File: config.mk
export PLATFORM = sky130hd
export DESIGN_NAME = gcd_stepper
export DESIGN_NICKNAME = d
export VERILOG_FILES = /design/src/rtl/gcd_pkg.sv /design/src/rtl/gcd_ctrl.sv /design/src/rtl/gcd_reduce.sv /design/src/rtl/gcd_dp.sv /design/src/rtl/gcd_stepper.sv
export SDC_FILE = /design/constraint.sdc
export NUM_CORES = 1
export LEC_CHECK = 0
export BUFFER_PORTS_ARGS = -buffer_cell sky130_fd_sc_hd__buf_2
export CAP_MARGIN = 10
export CORE_UTILIZATION = 56
export DETAILED_ROUTE_END_ITERATION = 8
export PLACE_DENSITY = 0.81
export SLEW_MARGIN = 0
export SYNTH_ARGS = -nofsm -noshare
export SYNTH_HDL_FRONTEND = slang
export SYNTH_SLANG_ARGS = --single-unit
export TNS_END_PERCENT = 50
File: constraint.sdc
create_clock -name clk -period 3.6 [get_ports clk]
set_input_delay 0.72 -clock clk [delete_from_list [all_inputs] [get_ports clk]]
set_output_delay 0.72 -clock clk [all_outputs]
set_load 0.05 [all_outputs]
File: src/rtl/gcd_pkg.sv
// Shared types for the stepped GCD engine.
// Assumes the one-hot state codes are the values seen on the state port.
package gcd_pkg;

    typedef enum logic [3:0] {
        ST_IDLE    = 4'b0001,
        ST_REDUCE  = 4'b0010,
        ST_RESTORE = 4'b0100,
        ST_FIN     = 4'b1000
    } gcd_state_e;

    typedef enum logic [2:0] {
        CMD_HOLD,
        CMD_LOAD,
        CMD_ZERO,
        CMD_REDUCE,
        CMD_LATCH,
        CMD_DOUBLE
    } gcd_cmd_e;

endpackage

File: src/rtl/gcd_ctrl.sv
// Sequencer for the stepped GCD engine: holds the one-hot state and issues
// one datapath command per cycle.
// Assumes the status flags describe the registers as they are in this cycle.
module gcd_ctrl
    import gcd_pkg::*;
(
    input  logic       clk,
    input  logic       rst_n,
    input  logic       start_ack,
    input  logic       step,
    input  logic       op_zero,
    input  logic       pair_eq,
    input  logic       cnt_zero,
    output gcd_state_e state,
    output gcd_cmd_e   cmd
);

    gcd_state_e state_nx;

    // Choose the next state and the datapath command.
    always_comb begin
        state_nx = state;
        cmd      = CMD_HOLD;
        unique case (state)
            ST_IDLE: begin
                if (start_ack) begin
                    if (op_zero) begin
                        cmd      = CMD_ZERO;
                        state_nx = ST_FIN;
                    end else begin
                        cmd      = CMD_LOAD;
                        state_nx = ST_REDUCE;
                    end
                end
            end
            ST_REDUCE: begin
                if (step) begin
                    if (pair_eq) begin
                        cmd      = CMD_LATCH;
                        state_nx = ST_RESTORE;
                    end else begin
                        cmd = CMD_REDUCE;
                    end
                end
            end
            ST_RESTORE: begin
                if (step) begin
                    if (cnt_zero) state_nx = ST_FIN;
                    else          cmd      = CMD_DOUBLE;
                end
            end
            ST_FIN: begin
                if (start_ack) state_nx = ST_IDLE;
            end
            default: state_nx = ST_IDLE;
        endcase
    end

    // State register with synchronous active-low reset.
    always_ff @(posedge clk) begin
        if (!rst_n) state <= ST_IDLE;
        else        state <= state_nx;
    end

endmodule

File: src/rtl/gcd_reduce.sv
// One binary-GCD reduction iteration, purely combinational.
// Assumes the caller uses the result only when the pair is unequal.
module gcd_reduce #(
    parameter int W  = 8,
    parameter int CW = 6
) (
    input  logic [W-1:0]  a,
    input  logic [W-1:0]  b,
    input  logic [CW-1:0] cnt,
    output logic [W-1:0]  a_nx,
    output logic [W-1:0]  b_nx,
    output logic [CW-1:0] cnt_nx
);

    logic a_even, b_even, a_big;

    // Classify the pair: parity of each value and which one is larger.
    always_comb begin
        a_even = ~a[0];
        b_even = ~b[0];
        a_big  = (a > b);
    end

    // Apply the first matching reduction rule.
    always_comb begin
        a_nx   = a;
        b_nx   = b;
        cnt_nx = cnt;
        if (a_even && b_even) begin
            a_nx   = a >> 1;
            b_nx   = b >> 1;
            cnt_nx = cnt + 1'b1;
        end else if (a_even) begin
            a_nx = a >> 1;
        end else if (b_even) begin
            b_nx = b >> 1;
        end else if (a_big) begin
            a_nx = a - b;
        end else begin
            b_nx = b - a;
        end
    end

endmodule

File: src/rtl/gcd_dp.sv
// Datapath for the stepped GCD engine: working pair, factor counter and
// result, updated by one command per cycle.
// Assumes CW is wide enough to count W halvings.
module gcd_dp
    import gcd_pkg::*;
#(
    parameter int W  = 8,
    parameter int CW = 6
) (
    input  logic          clk,
    input  logic          rst_n,
    input  gcd_cmd_e      cmd,
    input  logic [W-1:0]  a_in,
    input  logic [W-1:0]  b_in,
    output logic [W-1:0]  a_q,
    output logic [W-1:0]  b_q,
    output logic [CW-1:0] cnt_q,
    output logic [W-1:0]  res_q,
    output logic          op_zero,
    output logic          pair_eq,
    output logic          cnt_zero
);

    localparam logic [CW-1:0] CNT_CLR = '0;
    localparam logic [W-1:0]  VAL_CLR = '0;

    logic [W-1:0]  a_red, b_red;
    logic [CW-1:0] cnt_red;

    gcd_reduce #(.W(W), .CW(CW)) u_reduce (
        .a      (a_q),
        .b      (b_q),
        .cnt    (cnt_q),
        .a_nx   (a_red),
        .b_nx   (b_red),
        .cnt_nx (cnt_red)
    );

    // Status flags that the sequencer reads.
    always_comb begin
        op_zero  = (a_in == VAL_CLR) || (b_in == VAL_CLR);
        pair_eq  = (a_q == b_q);
        cnt_zero = (cnt_q == CNT_CLR);
    end

    // Register update for each command.
    always_ff @(posedge clk) begin
        if (!rst_n) begin
            a_q   <= VAL_CLR;
            b_q   <= VAL_CLR;
            cnt_q <= CNT_CLR;
            res_q <= VAL_CLR;
        end else begin
            unique case (cmd)
                CMD_LOAD, CMD_ZERO: begin
                    a_q   <= a_in;
                    b_q   <= b_in;
                    cnt_q <= CNT_CLR;
                    res_q <= VAL_CLR;
                end
                CMD_REDUCE: begin
                    a_q   <= a_red;
                    b_q   <= b_red;
                    cnt_q <= cnt_red;
                end
                CMD_LATCH:  res_q <= a_q;
                CMD_DOUBLE: begin
                    res_q <= res_q << 1;
                    cnt_q <= cnt_q - 1'b1;
                end
                default: ;
            endcase
        end
    end

endmodule

File: src/rtl/gcd_stepper.sv
// Top of the stepped GCD engine: joins the sequencer and the datapath.
// Assumes start_ack and step are single-cycle pulses that are already
// synchronous to clk.
module gcd_stepper
    import gcd_pkg::*;
#(
    parameter int W  = 8,
    parameter int CW = 6
) (
    input  logic          clk,
    input  logic          rst_n,
    input  logic [W-1:0]  a_in,
    input  logic [W-1:0]  b_in,
    input  logic          start_ack,
    input  logic          step,
    output logic [W-1:0]  a_q,
    output logic [W-1:0]  b_q,
    output logic [CW-1:0] pow2_cnt,
    output logic [W-1:0]  gcd_out,
    output logic [3:0]    state_oh
);

    gcd_state_e state;
    gcd_cmd_e   cmd;
    logic       op_zero, pair_eq, cnt_zero;

    gcd_ctrl u_ctrl (
        .clk       (clk),
        .rst_n     (rst_n),
        .start_ack (start_ack),
        .step      (step),
        .op_zero   (op_zero),
        .pair_eq   (pair_eq),
        .cnt_zero  (cnt_zero),
        .state     (state),
        .cmd       (cmd)
    );

    gcd_dp #(.W(W), .CW(CW)) u_dp (
        .clk      (clk),
        .rst_n    (rst_n),
        .cmd      (cmd),
        .a_in     (a_in),
        .b_in     (b_in),
        .a_q      (a_q),
        .b_q      (b_q),
        .cnt_q    (pow2_cnt),
        .res_q    (gcd_out),
        .op_zero  (op_zero),
        .pair_eq  (pair_eq),
        .cnt_zero (cnt_zero)
    );

    // Present the state as its one-hot code.
    always_comb state_oh = state;

endmodule

==> reports/results.tsv <==
stage	metric	value	unit
logic_synthesis	ys_ff_latch	34	
clock_network	post-cts-setup-buffer-count	0	
critical_path	critPathSlowestCell	nor2_2	
logic_synthesis	yosysWarnings	0	
drt	drc_errors	0	
grt	antenna_found_initial	0	
clock_network	cts_tree	done	
drt	drt_iter0_drc	344	
logic_synthesis	syn_inst	351	
timing	final_max_slew_viol_count	0	
pwr	power.total	1.403	mW
timing	fin_tns_setup	0	ns
die	pin_count	54	
clock_network	cts_buffers	5	
die	die_w	72.97	um
logic_synthesis	syn-num-nets	394	
critical_path	worstPathMaxFanout	16	
timing	clock.fmax	299.5	MHz
die	initial_core_util	58.93	%
timing	max_slew_margin	53.09	%
final_layout	nets	440	
placed_design	numPortBuffers	53	
drt	vias	2910	
grt	grt_pass1_wl	12.94	mm
critical_path	worst_setup_path_end_kind	flop	
final_layout	diodes	0	
drt	wl_per_cell	16.68	um
clock_network	cts-root-buf	clkbuf_8	
critical_path	path_cells	nor2_1, o311ai_4, nor2_2, ha_1, a211oi_1, o21bai_1, a21oi_1, mux2_2, o21ai_0, a21oi_1	
die	die_h	72.97	um
timing	tightest_slew	0.7028	ns
logic_synthesis	avgSynthCellArea	8.035	um2
pwr	p_per_area	436.2	nW/um2
grt	first_global_vias	2627	
drt	via_per_inst	6.272	
clock_network	clkTransAtPathRegs	0.07	ns
logic_synthesis	synth_cell_types	62	
flow_run	maxCapViolCount	0	
timing	fin_crit	3.339	ns
clock_network	clk_path_buf_depth	2	
drt	ant_nets	0	
critical_path	cp.required	3.74	ns
logic_synthesis	netlist_top_cells_area	dfxtp_1 24%, ha_1 8.9%, o21ai_0 4.6%	
logic_synthesis	synth_edf_count	0	
critical_path	critPathArrivalTime	3.47	ns
timing	setup_violations	0	
critical_path	crit_path_frequent_cell	a21oi_1	
critical_path	crit_path_max_incr_delay	0.58	ns
pwr	peakVddDrop	0.2743	mV
final_layout	drive_gt1_share	21.41	%
clock_network	ctsHoldBuffers	0	
timing	clock_skew	0.005701	ns
clock_network	clk-insertion-delay-late	0.28	ns
grt	grt_max_degree	26	
critical_path	crit_family	compound AO/OA/AOI/OAI gates	
placed_design	post-dp-hpwl	5.693	mm
run_status	run_status	finished clean	
timing	hold_viol_final	0	
grt	grt.total_usage	31.63	%
die	rows	25	
drt	first_pass_iters	5	
logic_synthesis	ys_async_sr_fraction	0	%
die	coreArea	4786	um2
clock_network	cts_resized	0	
hold_path	min_path_type	flop to flop	
timing	rsz0062_at_grt	false	
clock_network	cts.sinks	34	
critical_path	start_kind	flop	
final_layout	layout_commonest_cell	buf_2	
clock_network	cts_max_level	2	
pwr	p_leak	1.336	nW
logic_synthesis	synth_top_area_share	24.13	%
die	dieArea	5324	um2
timing	finalCritPeriodShare	92.74	%
grt	overflow	0	
critical_path	path_class	flop to flop	
logic_synthesis	seq_area_frac_synth	24.13	%
critical_path	worst-path-buf-inv	0	
final_layout	layout_common_cells	53 x buf_2, 34 x dfxtp_1, 30 x nor2_1, 27 x inv_1, 26 x o21ai_0	
logic_synthesis	synth_top_area_cell	dfxtp_1	
logic_synthesis	synthFlopType	dfxtp_1	
drt	finalWirelength	7.738	mm
placed_design	gp_congestion	0.8765	
final_layout	areaGrowthSynthToFinish	14.02	%
logic_synthesis	syn_area	2820	um2
-- power breakdown --
group | switching (mW) | internal, mW | leakage [nW]
Sequential | 0.0399 | 0.399 | 0.277
Combinational | 0.388 | 0.215 | 1.00
Clock | 0.140 | 0.222 | 0.0573
-- stage by stage --
stage | cell area [um2] | utilization [%] | setup slack, ns | cells | hold slack (ns)
floorplan | 2820 | - | 0.3985 | 351 | 0.7002
global placement | 3103 | 64.84 | 0.4014 | 457 | 0.4908
detailed placement | 3103 | 64.84 | 0.2482 | 457 | 0.4990
CTS | 3216 | 67.19 | 0.3133 | 464 | 0.5172
global route | 3216 | 67.19 | 0.07532 | 464 | 0.5291
finish | 3216 | 67.19 | 0.2615 | 464 | 0.5163
-- layer usage --
metal | wire, um | global-route usage [%] | part of all wire (%)
met2 | 3459 | 48.91 | 45
met4 | 147 | 10.02 | 1.9
met5 | 0 | 0 | 0
met3 | 681 | 6.354 | 8.8
met1 | 3449 | 44.16 | 45
-- worst paths after layout --
check / to / start / slack [ns] / cells past startpoint
max: u_dp.cnt_q[5] / u_ctrl.state[3] / 0.26 / 10
min: u_dp.res_q[7] / u_dp.res_q[7] / 0.52 / 2
max reg2reg: u_dp.cnt_q[5] / u_ctrl.state[3] / 0.26 / 10
min reg2reg: u_dp.res_q[7] / u_dp.res_q[7] / 0.52 / 2
-- flip-flops by register name, summed over array words and instances (netlist names) --
signal	cells
u_ctrl.state	4
u_dp.a_q	8
u_dp.b_q	8
u_dp.cnt_q	6
u_dp.res_q	8
-- kinds of logic (layout without fill, tap and decap cells) --
family	count (synthesis)	count (layout)	share of synthesized area, %
AO/OA/AOI/OAI	124	124	31.19
flip-flops	34	34	24.13
XOR/XNOR	10	10	3.105
AND/OR/NAND/NOR	108	108	21.21
adder cells (fa/ha/maj)	23	23	11.00
multiplexers	5	5	1.819
buffers and inverters	47	93	7.542
-- layout make-up --
cell class	instances	area, um2
tap	67	83.83
multi-input combinational	270	1927
fill	403	1570
clock buffer	6	82.58
clock inverter	1	30.03
inverter	27	101.3
sequential	34	680.7
timing repair buffer	59	310.3
-- Yosys cell counts (all sizes together), types with 2 or more instances --
cell,number
clkbuf,8
and3,2
ha,20
o21a,6
o21bai,3
a221oi,8
a31oi,3
nor4b,6
a211o,2
xnor2,5
a311oi,2
mux2i,4
o31ai,13
or3,3
a222oi,8
nor3,7
nor4,4
xor2,5
nor4bb,2
a21o,5
nand3,14
o21ai,29
inv,27
nand2b,3
nand4,3
buf,11
a211oi,9
nor2,31
o211ai,5
a21oi,24
and2,4
fa,3
dfxtp,34
or2,2
nand2,17
nor2b,7
-- worst reg2reg max path: stages, from the launching register on --
cell and delay [ns]:
dfxtp_1 0.41, nor2_1 0.31, o311ai_4 0.19, nor2_2 0.58, ha_1 0.38, a211oi_1 0.33
o21bai_1 0.12, a21oi_1 0.27, mux2_2 0.37, o21ai_0 0.14, a21oi_1 0.08
Note: power is estimated with default switching activity, not from simulation.
